## config.mk

```make
export PLATFORM = sky130hd
export DESIGN_NAME = page_rewrite_seq
export DESIGN_NICKNAME = d
export VERILOG_FILES = /design/src/rtl/prs_pkg.sv /design/src/rtl/prs_frame_gen.sv /design/src/rtl/prs_shifter.sv /design/src/rtl/page_rewrite_seq.sv
export SDC_FILE = /design/constraint.sdc
export NUM_CORES = 1
export LEC_CHECK = 0
export ABC_AREA = 1
export BUFFER_PORTS_ARGS = -buffer_cell sky130_fd_sc_hd__buf_2
export CORE_ASPECT_RATIO = 0.75
export CORE_MARGIN = 2
export CORE_UTILIZATION = 38
export DETAILED_ROUTE_END_ITERATION = 16
export GPL_TIMING_DRIVEN = 0
export HOLD_SLACK_MARGIN = 0.02
export SYNTH_ARGS = -nofsm -noshare
export SYNTH_HDL_FRONTEND = slang
export SYNTH_HIERARCHICAL = 1
export SYNTH_SLANG_ARGS = --single-unit
```

## constraint.sdc

```tcl
create_clock -name clk -period 3 [get_ports clk]
set_clock_uncertainty 0.2 [all_clocks]
set_input_delay 0.75 -clock clk [delete_from_list [all_inputs] [get_ports clk]]
set_output_delay 0.75 -clock clk [all_outputs]
set_load 0.02 [all_outputs]
```

## src/rtl/prs_pkg.sv

```systemverilog
package prs_pkg;

    typedef enum logic [3:0] {
        PH_IDLE,
        PH_PTR,
        PH_ERASE,
        PH_EHOLD,
        PH_BPTR,
        PH_WRITE,
        PH_PHOLD,
        PH_WDIS,
        PH_DRAIN
    } phase_e;

    typedef struct packed {
        logic [3:0]  cmd;
        logic [15:0] payload;
        logic        hold_erase;
        logic        hold_prog;
    } frame_t;

    localparam logic [3:0]  CMD_CORE     = 4'b0000;
    localparam logic [3:0]  CMD_WR_INC   = 4'b1101;
    localparam logic [3:0]  CMD_WR_START = 4'b1111;

    localparam logic [7:0]  OP_LOAD_LIT  = 8'h0E;
    localparam logic [15:0] OP_MOV_UPPER = 16'h6EF8;
    localparam logic [15:0] OP_MOV_HIGH  = 16'h6EF7;
    localparam logic [15:0] OP_MOV_LOW   = 16'h6EF6;
    localparam logic [15:0] OP_SET_WREN  = 16'h84A6;
    localparam logic [15:0] OP_SET_FREE  = 16'h88A6;
    localparam logic [15:0] OP_SET_WR    = 16'h82A6;
    localparam logic [15:0] OP_CLR_WREN  = 16'h94A6;
    localparam logic [15:0] OP_NOP       = 16'h0000;

endpackage

```

## src/rtl/prs_frame_gen.sv

```systemverilog
module prs_frame_gen
    import prs_pkg::*;
#(
    parameter int WORDS  = 32,
    parameter int BURSTS = 16,
    parameter int IDX_W  = 5,
    parameter int BW     = 4
) (
    input  phase_e            ph,
    input  logic [IDX_W-1:0]  idx,
    input  logic [BW-1:0]     burst,
    input  logic [21:0]       page,
    input  logic [15:0]       wdata,
    output frame_t            frm
);
    localparam int OFF_W = $clog2(2 * WORDS);

    logic [21:0] ptr;

    always_comb begin
        if (ph == PH_BPTR) begin
            ptr = page + (22'(burst) << OFF_W);
        end else begin
            ptr = page;
        end
    end

    always_comb begin
        frm = '{cmd: CMD_CORE, payload: OP_NOP, hold_erase: 1'b0, hold_prog: 1'b0};
        case (ph)
            PH_PTR, PH_BPTR: begin
                case (idx)
                    IDX_W'(0): frm.payload = {OP_LOAD_LIT, 2'b00, ptr[21:16]};
                    IDX_W'(1): frm.payload = OP_MOV_UPPER;
                    IDX_W'(2): frm.payload = {OP_LOAD_LIT, ptr[15:8]};
                    IDX_W'(3): frm.payload = OP_MOV_HIGH;
                    IDX_W'(4): frm.payload = {OP_LOAD_LIT, ptr[7:0]};
                    default:   frm.payload = OP_MOV_LOW;
                endcase
            end
            PH_ERASE: begin
                case (idx)
                    IDX_W'(0): frm.payload = OP_SET_WREN;
                    IDX_W'(1): frm.payload = OP_SET_FREE;
                    default:   frm.payload = OP_SET_WR;
                endcase
            end
            PH_EHOLD: frm.hold_erase = 1'b1;
            PH_WRITE: begin
                frm.cmd     = (idx == IDX_W'(WORDS - 1)) ? CMD_WR_START : CMD_WR_INC;
                frm.payload = wdata;
            end
            PH_PHOLD: frm.hold_prog = 1'b1;
            PH_WDIS:  frm.payload = OP_CLR_WREN;
            default:  ;
        endcase
    end

endmodule

```

## src/rtl/prs_shifter.sv

```systemverilog
module prs_shifter
    import prs_pkg::*;
#(
    parameter int HALF_DIV   = 2,
    parameter int ERASE_HOLD = 2000,
    parameter int PROG_HOLD  = 1000
) (
    input  logic   clk,
    input  logic   rst_n,
    input  logic   frm_valid,
    input  frame_t frm,
    output logic   frm_ready,
    output logic   pgc,
    output logic   pgd
);
    localparam int FRAME_BITS = 20;
    localparam int HOLD_BIT   = 3;
    localparam int MAX_A      = (ERASE_HOLD > PROG_HOLD) ? ERASE_HOLD : PROG_HOLD;
    localparam int MAX_CNT    = (MAX_A > HALF_DIV) ? MAX_A : HALF_DIV;
    localparam int CW         = $clog2(MAX_CNT + 1);
    localparam int BITW       = $clog2(FRAME_BITS);

    typedef enum logic [1:0] {SH_IDLE, SH_HIGH, SH_LOW} sh_e;

    typedef struct packed {
        sh_e                   st;
        logic [CW-1:0]         cnt;
        logic [BITW-1:0]       bitn;
        logic [FRAME_BITS-1:0] shreg;
        logic                  he;
        logic                  hp;
        logic                  pgc;
        logic                  pgd;
    } sh_t;

    sh_t q, d;

    always_comb begin
        d = q;
        frm_ready = (q.st == SH_IDLE);
        case (q.st)
            SH_IDLE: begin
                if (frm_valid) begin
                    d.shreg = {frm.payload, frm.cmd};
                    d.he    = frm.hold_erase;
                    d.hp    = frm.hold_prog;
                    d.bitn  = '0;
                    d.pgd   = frm.cmd[0];
                    d.pgc   = 1'b1;
                    d.cnt   = CW'(HALF_DIV - 1);
                    d.st    = SH_HIGH;
                end
            end
            SH_HIGH: begin
                if (q.cnt == '0) begin
                    d.pgc = 1'b0;
                    d.cnt = CW'(HALF_DIV - 1);
                    d.st  = SH_LOW;
                end else begin
                    d.cnt = q.cnt - 1'b1;
                end
            end
            SH_LOW: begin
                if (q.cnt != '0) begin
                    d.cnt = q.cnt - 1'b1;
                end else if (q.bitn == BITW'(FRAME_BITS - 1)) begin
                    d.st  = SH_IDLE;
                    d.pgd = 1'b0;
                end else begin
                    d.bitn  = q.bitn + 1'b1;
                    d.shreg = q.shreg >> 1;
                    d.pgd   = q.shreg[1];
                    d.pgc   = 1'b1;
                    d.st    = SH_HIGH;
                    if (q.bitn == BITW'(HOLD_BIT - 1) && q.he) begin
                        d.cnt = CW'(ERASE_HOLD - 1);
                    end else if (q.bitn == BITW'(HOLD_BIT - 1) && q.hp) begin
                        d.cnt = CW'(PROG_HOLD - 1);
                    end else begin
                        d.cnt = CW'(HALF_DIV - 1);
                    end
                end
            end
            default: d.st = SH_IDLE;
        endcase
    end

    always_ff @(posedge clk or negedge rst_n) begin
        if (!rst_n) begin
            q <= '{st: SH_IDLE, default: '0};
        end else begin
            q <= d;
        end
    end

    assign pgc = q.pgc;
    assign pgd = q.pgd;


    data_steady_chk: assert property (@(posedge clk) disable iff (!rst_n)
        (pgc && $past(pgc)) |-> $stable(pgd));


    hold_low_chk: assert property (@(posedge clk) disable iff (!rst_n)
        (q.st == SH_HIGH && q.bitn == BITW'(HOLD_BIT) && (q.he || q.hp)) |-> !pgd);


    idle_clock_low_chk: assert property (@(posedge clk) disable iff (!rst_n)
        frm_ready |-> !pgc);

endmodule

```

## src/rtl/page_rewrite_seq.sv

```systemverilog
module page_rewrite_seq
    import prs_pkg::*;
#(
    parameter int HALF_DIV   = 2,
    parameter int ERASE_HOLD = 2000,
    parameter int PROG_HOLD  = 1000,
    parameter int WORDS      = 32,
    parameter int BURSTS     = 16
) (
    input  logic        clk,
    input  logic        rst_n,
    input  logic        start,
    input  logic [21:0] page_addr,
    output logic        rd_req,
    input  logic [15:0] rd_data,
    output logic        busy,
    output logic        done,
    output logic        err,
    output logic        pgc,
    output logic        pgd
);
    localparam int PTR_FRAMES   = 6;
    localparam int ERASE_FRAMES = 3;
    localparam int PAGE_BYTES   = 2 * WORDS * BURSTS;
    localparam int ALIGN_W      = $clog2(PAGE_BYTES);
    localparam int IDX_W        = $clog2((WORDS > PTR_FRAMES) ? WORDS : PTR_FRAMES);
    localparam int BW           = (BURSTS > 1) ? $clog2(BURSTS) : 1;

    typedef struct packed {
        phase_e           ph;
        logic [IDX_W-1:0] idx;
        logic [BW-1:0]    burst;
        logic [21:0]      page;
        logic             done;
        logic             err;
    } seq_t;

    seq_t   q, d;
    frame_t frm;
    logic   frm_valid;
    logic   frm_ready;
    logic   accept;

    prs_frame_gen #(
        .WORDS (WORDS),
        .BURSTS(BURSTS),
        .IDX_W (IDX_W),
        .BW    (BW)
    ) gen_i (
        .ph   (q.ph),
        .idx  (q.idx),
        .burst(q.burst),
        .page (q.page),
        .wdata(rd_data),
        .frm  (frm)
    );

    prs_shifter #(
        .HALF_DIV  (HALF_DIV),
        .ERASE_HOLD(ERASE_HOLD),
        .PROG_HOLD (PROG_HOLD)
    ) shf_i (
        .clk      (clk),
        .rst_n    (rst_n),
        .frm_valid(frm_valid),
        .frm      (frm),
        .frm_ready(frm_ready),
        .pgc      (pgc),
        .pgd      (pgd)
    );

    assign frm_valid = (q.ph != PH_IDLE) && (q.ph != PH_DRAIN);
    assign accept    = frm_valid && frm_ready;
    assign rd_req    = accept && (q.ph == PH_WRITE);

    always_comb begin
        d      = q;
        d.done = 1'b0;
        case (q.ph)
            PH_IDLE: begin
                if (start) begin
                    if (|page_addr[ALIGN_W-1:0]) begin
                        d.err = 1'b1;
                    end else begin
                        d.err   = 1'b0;
                        d.page  = page_addr;
                        d.idx   = '0;
                        d.burst = '0;
                        d.ph    = PH_PTR;
                    end
                end
            end
            PH_PTR: begin
                if (accept) begin
                    if (q.idx == IDX_W'(PTR_FRAMES - 1)) begin
                        d.idx = '0;
                        d.ph  = PH_ERASE;
                    end else begin
                        d.idx = q.idx + 1'b1;
                    end
                end
            end
            PH_ERASE: begin
                if (accept) begin
                    if (q.idx == IDX_W'(ERASE_FRAMES - 1)) begin
                        d.idx = '0;
                        d.ph  = PH_EHOLD;
                    end else begin
                        d.idx = q.idx + 1'b1;
                    end
                end
            end
            PH_EHOLD: begin
                if (accept) begin
                    d.idx = '0;
                    d.ph  = PH_BPTR;
                end
            end
            PH_BPTR: begin
                if (accept) begin
                    if (q.idx == IDX_W'(PTR_FRAMES - 1)) begin
                        d.idx = '0;
                        d.ph  = PH_WRITE;
                    end else begin
                        d.idx = q.idx + 1'b1;
                    end
                end
            end
            PH_WRITE: begin
                if (accept) begin
                    if (q.idx == IDX_W'(WORDS - 1)) begin
                        d.idx = '0;
                        d.ph  = PH_PHOLD;
                    end else begin
                        d.idx = q.idx + 1'b1;
                    end
                end
            end
            PH_PHOLD: begin
                if (accept) begin
                    if (q.burst == BW'(BURSTS - 1)) begin
                        d.ph = PH_WDIS;
                    end else begin
                        d.burst = q.burst + 1'b1;
                        d.idx   = '0;
                        d.ph    = PH_BPTR;
                    end
                end
            end
            PH_WDIS: begin
                if (accept) d.ph = PH_DRAIN;
            end
            PH_DRAIN: begin
                if (frm_ready) begin
                    d.ph   = PH_IDLE;
                    d.done = 1'b1;
                end
            end
            default: d.ph = PH_IDLE;
        endcase
    end

    always_ff @(posedge clk or negedge rst_n) begin
        if (!rst_n) begin
            q <= '{ph: PH_IDLE, default: '0};
        end else begin
            q <= d;
        end
    end

    assign busy = (q.ph != PH_IDLE);
    assign done = q.done;
    assign err  = q.err;


    done_single_chk: assert property (@(posedge clk) disable iff (!rst_n)
        done |=> !done);


    done_not_busy_chk: assert property (@(posedge clk) disable iff (!rst_n)
        done |-> !busy);


    req_in_busy_chk: assert property (@(posedge clk) disable iff (!rst_n)
        rd_req |-> busy);


    err_quiet_chk: assert property (@(posedge clk) disable iff (!rst_n)
        (err && !busy) |-> !pgc);


    page_hold_chk: assert property (@(posedge clk) disable iff (!rst_n)
        (busy && $past(busy)) |-> $stable(q.page));

endmodule

```

==> impl_results.md, run 1 <==
- Status: completed
- Die width: around 150 microns
- WP data arrival: roughly 1700 ps
- Total congestion overflow: 0
- DRT antenna net count: 0
- Initial drt markers: 460
- Synthesis-to-finish area growth: 14.3%
- Area of the multi-input gates: 3320 sq um
- Slew Limit Fails: 0
- # rows: 38
- Crit end category: output pin
- Routed vias/inst: 4.86
- Synth cell types: 42
- Syn Nets: about 940
- WL/cell: 12.9 microns
- Global-route wire length before repair: 25000 microns
- Worst-path fanout max: 6
- Vias: 5564
- Sequential area share after synthesis: 33.8%
- Effective utilization at floorplan: between 30% and 40%
- Antenna violations before repair: 0
- Worst Path Required: between 2000 and 2500 ps
- Vias in the first global route: 4849
- Hpwl dp: 11100 microns
- Avg Cell Area, Syn: between 6 and 7 sq um
- Type of the tightest min-delay check: input pin to async pin
- FF/Latch Area: 1950 sq um
- Post-synthesis cell count: 882
- CTS tree: yes
- Core area: 14600 sq um
- Largest net degree at the start of global routing: 61
- Cell area after synthesis: between 5000 and 6000 sq um
- Max Clock Freq: approximately 0.37 GHz
- CP startpoint kind: flop
- Lkg Pwr: 3.57 nW
- Max_cap viols: 0
- RePlAce Congestion: 0.839
- Die height: 111 microns
- Least-Margin Pin Slew: ~520 ps
- Ys Warns: 6
- GRT Util Overall: 19.1%
- RSZ-0062 raised after global routing: false
- Fin crit period: 2690 ps
- PortBufs: 46
- Setup TNS: 0 ps
- Reg clk slew, reported paths: approximately 60 ps
- Number of synthesized register bits: 78
- Num CTS Buffers: 9
- Clk root buf: clkbuf_16
- Fin crit share: ~90%
- H-tree depth: 3
- Layout cell share with drive strength beyond 1: 14.5%
- Final setup fails: 0
- Critical path class: flop to output pin
- Clock Sinks: 78
- Clk_lat worst skew: about 340 ps
- Worst setup margin: 313 ps
- CTS Buffer Depth: 2
- DP Worst Slack: about 500 ps
- Filler cell count: ~1600
- Endpoints failing hold: 0
- DR pass1 iterations: 5
- R2r setup slk: 460 ps
- # Post-CTS Setup Buffers: 0
- Post-CTS Hold Fix Bufs: 0
- Max IR drop VDD: around 0.21 mV
- Post-Route WL: 14700 microns
- Post-CTS sizing: 0
- Drc violations: 0
- Ports: 47
- Slew headroom: 64.9%
- # diodes: 0
- Final net count: 999
- PD cells: 350 nW/um^2
- Die area: 16200 sq um
==> critical path, stage by stage (launching register included) <==
cell and delay [ps]:
dfrtp_1 410, inv_1 90, ha_1 370, nand2_1 200
nor2_1 140, buf_2 180
==> per-stage QoR <==
stage                     total power [mW]  area [sq um]  cells  hold slack, ps  util [%]
after floorplan                       1.10          5780    882             242         -
after global placement                1.15          6260   1128             254      42.7
after detailed placement              1.16          6290   1129             257      42.9
after CTS                             2.35          6610   1145            92.2      45.1
after global routing                  2.41          6610   1145            96.1      45.1
final                                 2.31          6610   1145            92.6      45.1
==> path summary, 6_finish.rpt <==
kind,start,end,depth (start not counted)
worst min register to register,shf_i/pgd,shf_i/pgd,2
worst max-delay path,shf_i/q[40],rd_req,5
worst max register to register,q[24],shf_i/q[10],14
max in group asynchronous,rst_n,q[6],2
min in group clk,shf_i/pgd,shf_i/pgd,2
worst min-delay path,rst_n,q[22],1
==> routing by layer <==
| metal | global-route usage, % | wire (microns) | vias to the layer above |
|---|---|---|---|
| met5 | 0 | 0 | - |
| met4 | 4.14 | 106 | 0 |
| met3 | 4.44 | 878 | 6 |
| met2 | 25.2 | 5630 | 132 |
| met1 | 30.9 | 8110 | 2510 |
| li1 | - | - | 2916 |
==> area by class of cell <==
cell class | count | share of cell area (%)
Clock inverter | 4 | 1.06
Multi-Input combinational cell | 683 | 50.3
Clock buffer | 12 | 3.73
Inverter | 98 | 5.57
Sequential cell | 78 | 29.6
Buffer | 23 | 2.10
Tap cell | 200 | 3.79
Timing Repair Buffer | 47 | 3.94
==> report_power, final <==
part | total [mW] | internal, mW | switching, mW
combinational | 0.0743 | 0.0319 | 0.0423
clock | 1.17 | 0.749 | 0.425
sequential | 1.06 | 1.06 | 0.00559
==> cells in the final DEF (no fill, tap or decap), drive strengths merged, types with 2 or more instances in the layout <==
master / n
xnor2: 4
nor3: 11
bufinv: 2
o21bai: 3
ha: 17
clkbuf: 20
buf: 62
o21ai: 21
nand4: 11
dfrtp: 78
xor2: 4
nand3: 136
a21oi: 19
nor2: 91
nand3b: 3
inv: 96
or2: 2
nand2: 352
clkinv: 4
nor4: 2
==> cell usage after synthesis (all sizes together) <==
| cell | count | area (sq um) |
|---|---|---|
| xor2 | 4 | 35.0 |
| nand3 | 136 | 711 |
| o21a | 1 | 7.51 |
| buf | 15 | 109 |
| mux2 | 1 | 11.3 |
| a211oi | 1 | 7.51 |
| a21oi | 19 | 106 |
| clkinv | 2 | 7.51 |
| a21o | 1 | 7.51 |
| nor2 | 91 | 437 |
| fa | 1 | 20.0 |
| ha | 17 | 213 |
| o21bai | 3 | 26.3 |
| inv | 96 | 360 |
| dfrtp | 78 | 1950 |
| clkbuf | 8 | 30.0 |
| nand4 | 11 | 68.8 |
| nor3 | 11 | 71.3 |
| o31ai | 1 | 7.51 |
| xnor2 | 4 | 35.0 |
| nor4 | 2 | 12.5 |
| o21ai | 21 | 113 |
| a31oi | 1 | 6.26 |
| nand3b | 3 | 35.0 |
| or2 | 2 | 12.5 |
| nand2 | 352 | 1380 |
==> flip-flops by register name, indices dropped and copies added (netlist names) <==
| signal | cells |
|---|---|
| err | 1 |
| shf_i/pgc | 1 |
| shf_i/pgd | 1 |
| q | 35 |
| shf_i/q | 39 |
| done | 1 |
==> cell families after synthesis <==
family | count (synthesis) | share of synthesized area [%]
AO/OA/AOI/OAI | 48 | 4.87
XOR/XNOR | 8 | 1.21
adder cells (fa/ha/maj) | 18 | 4.03
buffers and inverters | 121 | 8.77
flip-flops | 78 | 33.8
multiplexers | 1 | 0.195
AND/OR/NAND/NOR | 608 | 47.1
(Power assumes the default switching activity.)
==> inputs of run 2 (changes only) <==
BUFFER_PORTS_ARGS = not set   (was -buffer_cell sky130_fd_sc_hd__buf_2)
DONT_BUFFER_PORTS = 1   (was not set)
PLACE_DENSITY = 0.62   (was not set)
SYNTH_HIERARCHICAL = not set   (was 1)
==> impl_results.md, run 2 <==
- Post-synth top area cell: dfrtp_1
- GRT Util Overall: 18.5% (-0.60 points)
- Filler cell count: 1319 (-17%)
- Slew headroom: 62.0% (-2.9 points)
- Status: completed
- DR pass1 iterations: 5 (unchanged)
- Clock Sinks: 78 (unchanged)
- Worst-path fanout max: 6 (unchanged)
- H-tree depth: 3 (unchanged)
- DRT antenna net count: 0 (unchanged)
- Post-Route WL: 12900 microns (-12%)
- Synthesis-to-finish area growth: 9.77%
- Max IR drop VDD: 0.342 mV (+62%)
- CTS tree: yes
- Global-route wire length before repair: 21800 microns (-13%)
- Ys Warns: 0 (-6)
- Routed vias/inst: 5.23 (+7.7%)
- Antenna violations before repair: 0 (unchanged)
- Total congestion overflow: 0 (unchanged)
- Worst Path Required: 2050 ps (about the same)
- PD cells: 451 nW/um^2 (+29%)
- Top-area cell type share of the netlist area: 38.0% (+4.2 points)
- RePlAce Congestion: 0.921 (+9.8%)
- Post-synth top flop: dfrtp_1
- WL/cell: 14.5 microns (+12%)
- # rows: 36 (-5.3%)
- PortBufs: 0 (-100%)
- Largest cells by area after synthesis: dfrtp_1, nand2_1, inv_1
- Hpwl dp: 9730 microns (-13%)
- # diodes: 0 (unchanged)
- Final setup fails: 0 (unchanged)
- Max FFs per register: 39 (unchanged)
- Layout cell share with drive strength beyond 1: 11.1% (-3.4 points)
- Synth cell count leaders: nand2_1, inv_1, dfrtp_1
- Crit end category: output pin
- Area of the multi-input gates: 2700 sq um (-19%)
- Avg Cell Area, Syn: 7.27 sq um (+11%)
- Fin crit period: 2790 ps (+99.1 ps)
- Number of synthesized register bits: 78 (unchanged)
- Ports: 47 (unchanged)
- Sequential area share after synthesis: 38.0% (+4.2 points)
- Vias in the first global route: 4407 (-9.1%)
- FF/Latch Area: 1950 sq um (unchanged)
- Least-Margin Pin Slew: 570 ps (+45.5 ps)
- Largest net degree at the start of global routing: 79 (+30%)
- Die area: 14500 sq um (-11%)
- Synth cell types: 46 (+9.5%)
- Final net count: 778 (-22%)
- Fin crit share: 92.9% (+3.3 points)
- WP data arrival: 1840 ps (+100 ps)
- Max_cap viols: 0 (unchanged)
- Clk root buf: clkbuf_16
- Setup TNS: 0 ps (unchanged)
- Slew Limit Fails: 0 (unchanged)
- Effective utilization at floorplan: 39.2% (-0.28 points)
- Initial drt markers: 340 (-26%)
- Max Clock Freq: 0.359 GHz (-3.6%)
- Num CTS Buffers: 9 (unchanged)
- Endpoints failing hold: 0 (unchanged)
- Vias: 4672 (-16%)
- Type of the tightest min-delay check: input pin to async pin
- Syn Nets: 766 (-19%)
- Clk_lat worst skew: 350 ps (about the same)
- Ys async rst share: 100% (unchanged)
- Most frequent cells in the layout: nand2_1, inv_1, dfrtp_1
- # Post-CTS Setup Buffers: 0 (unchanged)
- Most common cell after layout, fill and taps aside: nand2_1
- CTS Buffer Depth: 2 (unchanged)
- Most common cell in the netlist: nand2_1
- Critical path class: flop to output pin
- Top Registers: shf_i.q x39, q x35
- Drc violations: 0 (unchanged)
- Post-synthesis cell count: 706 (-20%)
- Reg clk slew, reported paths: 60 ps (about the same)
- Die height: 105 microns (-5.5%)
- PnR Total Power: 2.54 mW (+9.9%)
- CP startpoint kind: flop
- Final Util: 43.0% (-2.1 points)
- Core area: 13100 sq um (-10%)
- Die width: 138 microns (-5.6%)
- Largest reg by FF count: shf_i.q
- Cell area after synthesis: 5130 sq um (-11%)
- RSZ-0062 raised after global routing: false
- Lkg Pwr: 2.71 nW (-24%)
- Post-synth EDFFs: 0 (unchanged)
[run 2: cell count changes after synthesis, moves of 5 or more]
cell      delta
clkbuf_1     -5
o22ai_1      +5
nand2_1    -173
a21oi_1     +26
nor2_1       -6
nand3_1     -86
buf_4        -6
o21ai_0     +43
a21oi_2      +7
inv_1       +11
[run 2: kinds of logic after synthesis]
| group | Yosys count | synth area share [%] |
|---|---|---|
| compound gates | 145 | 16.2 |
| xor+xnor | 9 | 1.54 |
| fa+ha+maj | 19 | 4.78 |
| buf+inv | 121 | 9.53 |
| flops | 78 | 38.0 |
| mux | 1 | 0.219 |
| simple gates | 333 | 29.7 |
[run 2: worst max-delay path, stage by stage, from the launching register on]
cell	delay, ps
dfrtp_1	420
inv_1	110
ha_1	180
inv_1	130
nor2_4	220
inv_1	180
nor2_2	250
[run 2: cell type report]
class,instances,share of cell area (%)
tap,171,3.80
sequential,78,34.6
inverter,104,6.95
clock inverter,4,0.444
clock buffer,11,4.13
buffer,17,1.73
timing repair buffer,1,0.488
multi-input combinational,507,47.8
[run 2: power by group]
group	leakage, nW	total [mW]	switching [mW]	internal, mW
sequential	0.955	1.10	0.0266	1.07
combinational	1.64	0.449	0.317	0.132
clock	0.121	0.991	0.438	0.553
[run 2: routing by layer]
metal,GRT usage [%],vias up,part of all wire (%)
met5,0,-,0
met4,3.35,0,0.66
met3,5.87,8,6.8
met2,27.3,127,43
met1,26.9,2226,50
li1,-,2311,-
[run 2: final timing paths]
kind,to,slack [ps],from,cells after the start
setup reg to reg,shf_i.q[14],370,q[24],9
hold / removal,q[20],70,rst_n,1
setup / recovery,rd_req,210,shf_i.q[40],6
max in group asynchronous,err,2160,rst_n,1
min in group clk,shf_i.q[23],290,shf_i.q[23],2
hold reg to reg,shf_i.q[23],290,shf_i.q[23],2
[run 2: repair_timing]
item                       4_1_cts  5_1_grt
hold endpoints to repair        78        0
hold buffers                     1        0
resized for setup                0        1
setup endpoints to repair        0        1
[run 2: metrics by stage]
| stage | cells | hold WS [ps] | setup slack [ps] | instance area (sq um) |
|---|---|---|---|---|
| 2_1_floorplan | 706 | 252 | 723 | 5130 |
| 3_5_place_dp | 877 | 257 | 438 | 5350 |
| 5_1_grt | 893 | 131 | 61.2 | 5640 |
| 4_1_cts | 893 | 115 | 86.5 | 5630 |
| 3_3_place_gp | 877 | 257 | 476 | 5350 |
| 6_report | 893 | 65.4 | 214 | 5640 |
==> inputs of run 3 (changes only) <==
RECOVER_POWER = 100   (was not set)
==> impl_results.md, run 3 (synthesis results as in run 2) <==
- Lkg Pwr: 2.68 nW (-1.2%)
- Combinational share of power: 16.7% (-1.0 points)
- GRT Util Overall: 18.5% (unchanged)
- Die width: 138 microns (unchanged)
- Worst Hold Launch: shf_i.q[16]
- Max IR drop VDD: 0.340 mV (-0.79%)
- RSZ-0062 raised after global routing: false
- Setup TNS: 0 ps (unchanged)
- Stages on the worst setup path: 6 (unchanged)
- Area after DPL: 5350 sq um (unchanged)
- Slew Limit Fails: 79 (+79)
- Most used cell, CP: inv_1
- Hpwl dp: 9730 microns (unchanged)
- WL/cell: 14.5 microns (+0.17%)
- Final Util: 42.3% (-0.67 points)
- Worst path slowest cell: dfrtp_1
- Vias in the first global route: 4407 (unchanged)
- Die area: 14500 sq um (unchanged)
- Most frequent cells in the layout: nand2_1, inv_1, dfrtp_1
- FF/Latch Area: 1950 sq um (unchanged)
- Worst-case reg-to-reg path depth: 13 (+4)
- Type of the tightest min-delay check: flop to flop
- Top Registers: shf_i.q x39, q x35
- Worst setup margin: 223 ps (+8.63 ps)
- Fin crit period: 2780 ps (-8.63 ps)
- Vias: 4639 (-0.71%)
- Switching share of power: 30.5% (-0.26 points)
- Final Cell Area: 5550 sq um (-1.6%)
- CTS tree: yes
- Final setup fails: 0 (unchanged)
- Antenna violations before repair: 0 (unchanged)
- Synthesis-to-finish area growth: 8.07%
- Layout cell share with drive strength beyond 1: 8.45% (-2.6 points)
- Clk root buf: clkbuf_16
- R2r setup slk: 310 ps (-60 ps)
- Seq pwr share: 43.8% (+0.5 points)
- RePlAce Congestion: 0.921 (unchanged)
- # rows: 36 (unchanged)
- DR pass1 iterations: 5 (unchanged)
- Most common cell after layout, fill and taps aside: nand2_1
- DP Worst Slack: 438 ps (unchanged)
- Routed vias/inst: 5.19 (-0.71%)
- Max_cap viols: 1 (+1)
- CP Cell Sequence: inv_1 -> ha_1 -> inv_1 -> nor2_4 -> inv_1 -> nor2_2
- Int Power: 1.75 mW (-0.78%)
- Clk_lat worst skew: 350 ps (about the same)
- Endpoints failing hold: 0 (unchanged)
- Fin crit share: 92.6% (-0.29 points)
- Slew headroom: -33.3% (-95 points)
- CTS Buffer Depth: 2 (unchanged)
- PD cells: 453 nW/um^2 (+0.41%)
- Worst Path Required: 2050 ps (about the same)
- Critical path class: flop to output pin
- Least-Margin Pin Slew: 2000 ps (+1430 ps)
- Initial drt markers: 326 (-4.1%)
- Drc violations: 0 (unchanged)
- CP max stage delay: 420 ps (about the same)
- Clock Sinks: 78 (unchanged)
- Status: finished with violations
- Worst path bufs/invs: 3 (unchanged)
- PortBufs: 0 (unchanged)
- Crit end category: output pin
- Reg clk slew, reported paths: 60 ps (about the same)
- Largest net degree at the start of global routing: 79 (unchanged)
- Filler cell count: 1341 (+1.7%)
- Violated checks: max-capacitance violations, max-slew violations
- H-tree depth: 3 (unchanged)
- Psw: 0.766 mW (-2.0%)
- Worst-path fanout max: 6 (unchanged)
- Clock power frac: 39.5% (+0.5 points)
- Die height: 105 microns (unchanged)
- Ports: 47 (unchanged)
- Num CTS Buffers: 9 (unchanged)
- Total congestion overflow: 0 (unchanged)
- Largest delay share family, worst path: simple AND/OR/NAND/NOR gates
- CP endpoint: rd_req
- Largest reg by FF count: shf_i.q
- # diodes: 0 (unchanged)
- Max FFs per register: 39 (unchanged)
- # Post-CTS Setup Buffers: 0 (unchanged)
- Final net count: 778 (unchanged)
- Area of the multi-input gates: 2640 sq um (-2.0%)
- Core area: 13100 sq um (unchanged)
- Max Clock Freq: 0.360 GHz (+0.31%)
- R2R Path Start: shf_i.q[29]
- Setup crit start: shf_i.q[40]
- WP data arrival: 1830 ps (about the same)
- Reg-to-Reg End: shf_i.q[15]
- Global-route wire length before repair: 21800 microns (unchanged)
- DRT antenna net count: 0 (unchanged)
- CP startpoint kind: flop
- Post-Route WL: 12900 microns (+0.17%)
- Effective utilization at floorplan: 39.2% (unchanged)
run 3: changes by cell type in the layout (fill, tap and decap cells not counted), moves of 4 or more:
cell | before | now
o21ai_1 | 6 | 2
o21ai_0 | 58 | 62
buf_2 | 9 | 5
clkbuf_1 | 5 | 9
nor2_1 | 66 | 70
run 3: worst min-delay path by stage:
stage | end | cells after the start
finish | shf_i.q[16] | 2
global route | shf_i.q[16] | 2
CTS | q[20] | 1
detailed placement | q[19] | 0
global placement | q[23] | 0
floorplan | done | 0
run 3: stage by stage:
| stage | total power [mW] | hold slack (ps) | cells |
|---|---|---|---|
| after global routing | 2.63 | 296 | 893 |
| final | 2.51 | 287 | 893 |
| after detailed placement | 1.53 | 257 | 877 |
| after CTS | 2.56 | 115 | 893 |
| after global placement | 1.53 | 257 | 877 |
| after floorplan | 1.44 | 252 | 706 |
run 3: metal layers:
| layer | GRT usage [%] | wire length, microns | up-vias |
|---|---|---|---|
| li1 | - | - | 2304 |
| met1 | 26.9 | 6480 | 2190 |
| met2 | 27.3 | 5510 | 136 |
| met3 | 5.87 | 868 | 9 |
| met4 | 3.35 | 82 | 0 |
| met5 | 0 | 0 | - |
run 3: final cells by class:
type,count,area share (%)
timing repair buffer,1,0.0902
clock buffer,11,4.19
buffer,17,1.56
inverter,104,7.06
sequential,78,35.2
tap,171,3.86
clock inverter,4,0.451
multi-input combinational,507,47.6
run 3: worst reg2reg max path: stages, from the launching register on:
cell      delay, ps
dfrtp_1         380
inv_1           150
ha_1            250
nand2_1          90
nor2_1          310
nand2_4         110
nor2_8          170
nor2_4           60
nor2_4          100
nand2_1         110
clkbuf_2        220
buf_6           180
a21oi_1         160
a21oi_2          70
run 3: power groups by stage:
stage               Clock [mW]  Sequential (mW)  Combinational (mW)
global placement             0             1.12               0.409
floorplan                    0             1.11               0.325
detailed placement           0             1.12               0.413
finish                   0.992             1.10               0.419
CTS                       1.02             1.10               0.444
global route              1.05             1.10               0.477
run 3: what timing repair did:
action / in CTS / in global routing
hold buffers: 1 / 0
endpoints found under the hold margin: 78 / 0
setup endpoints to repair: 0 / 1
gates resized for setup: 0 / 1
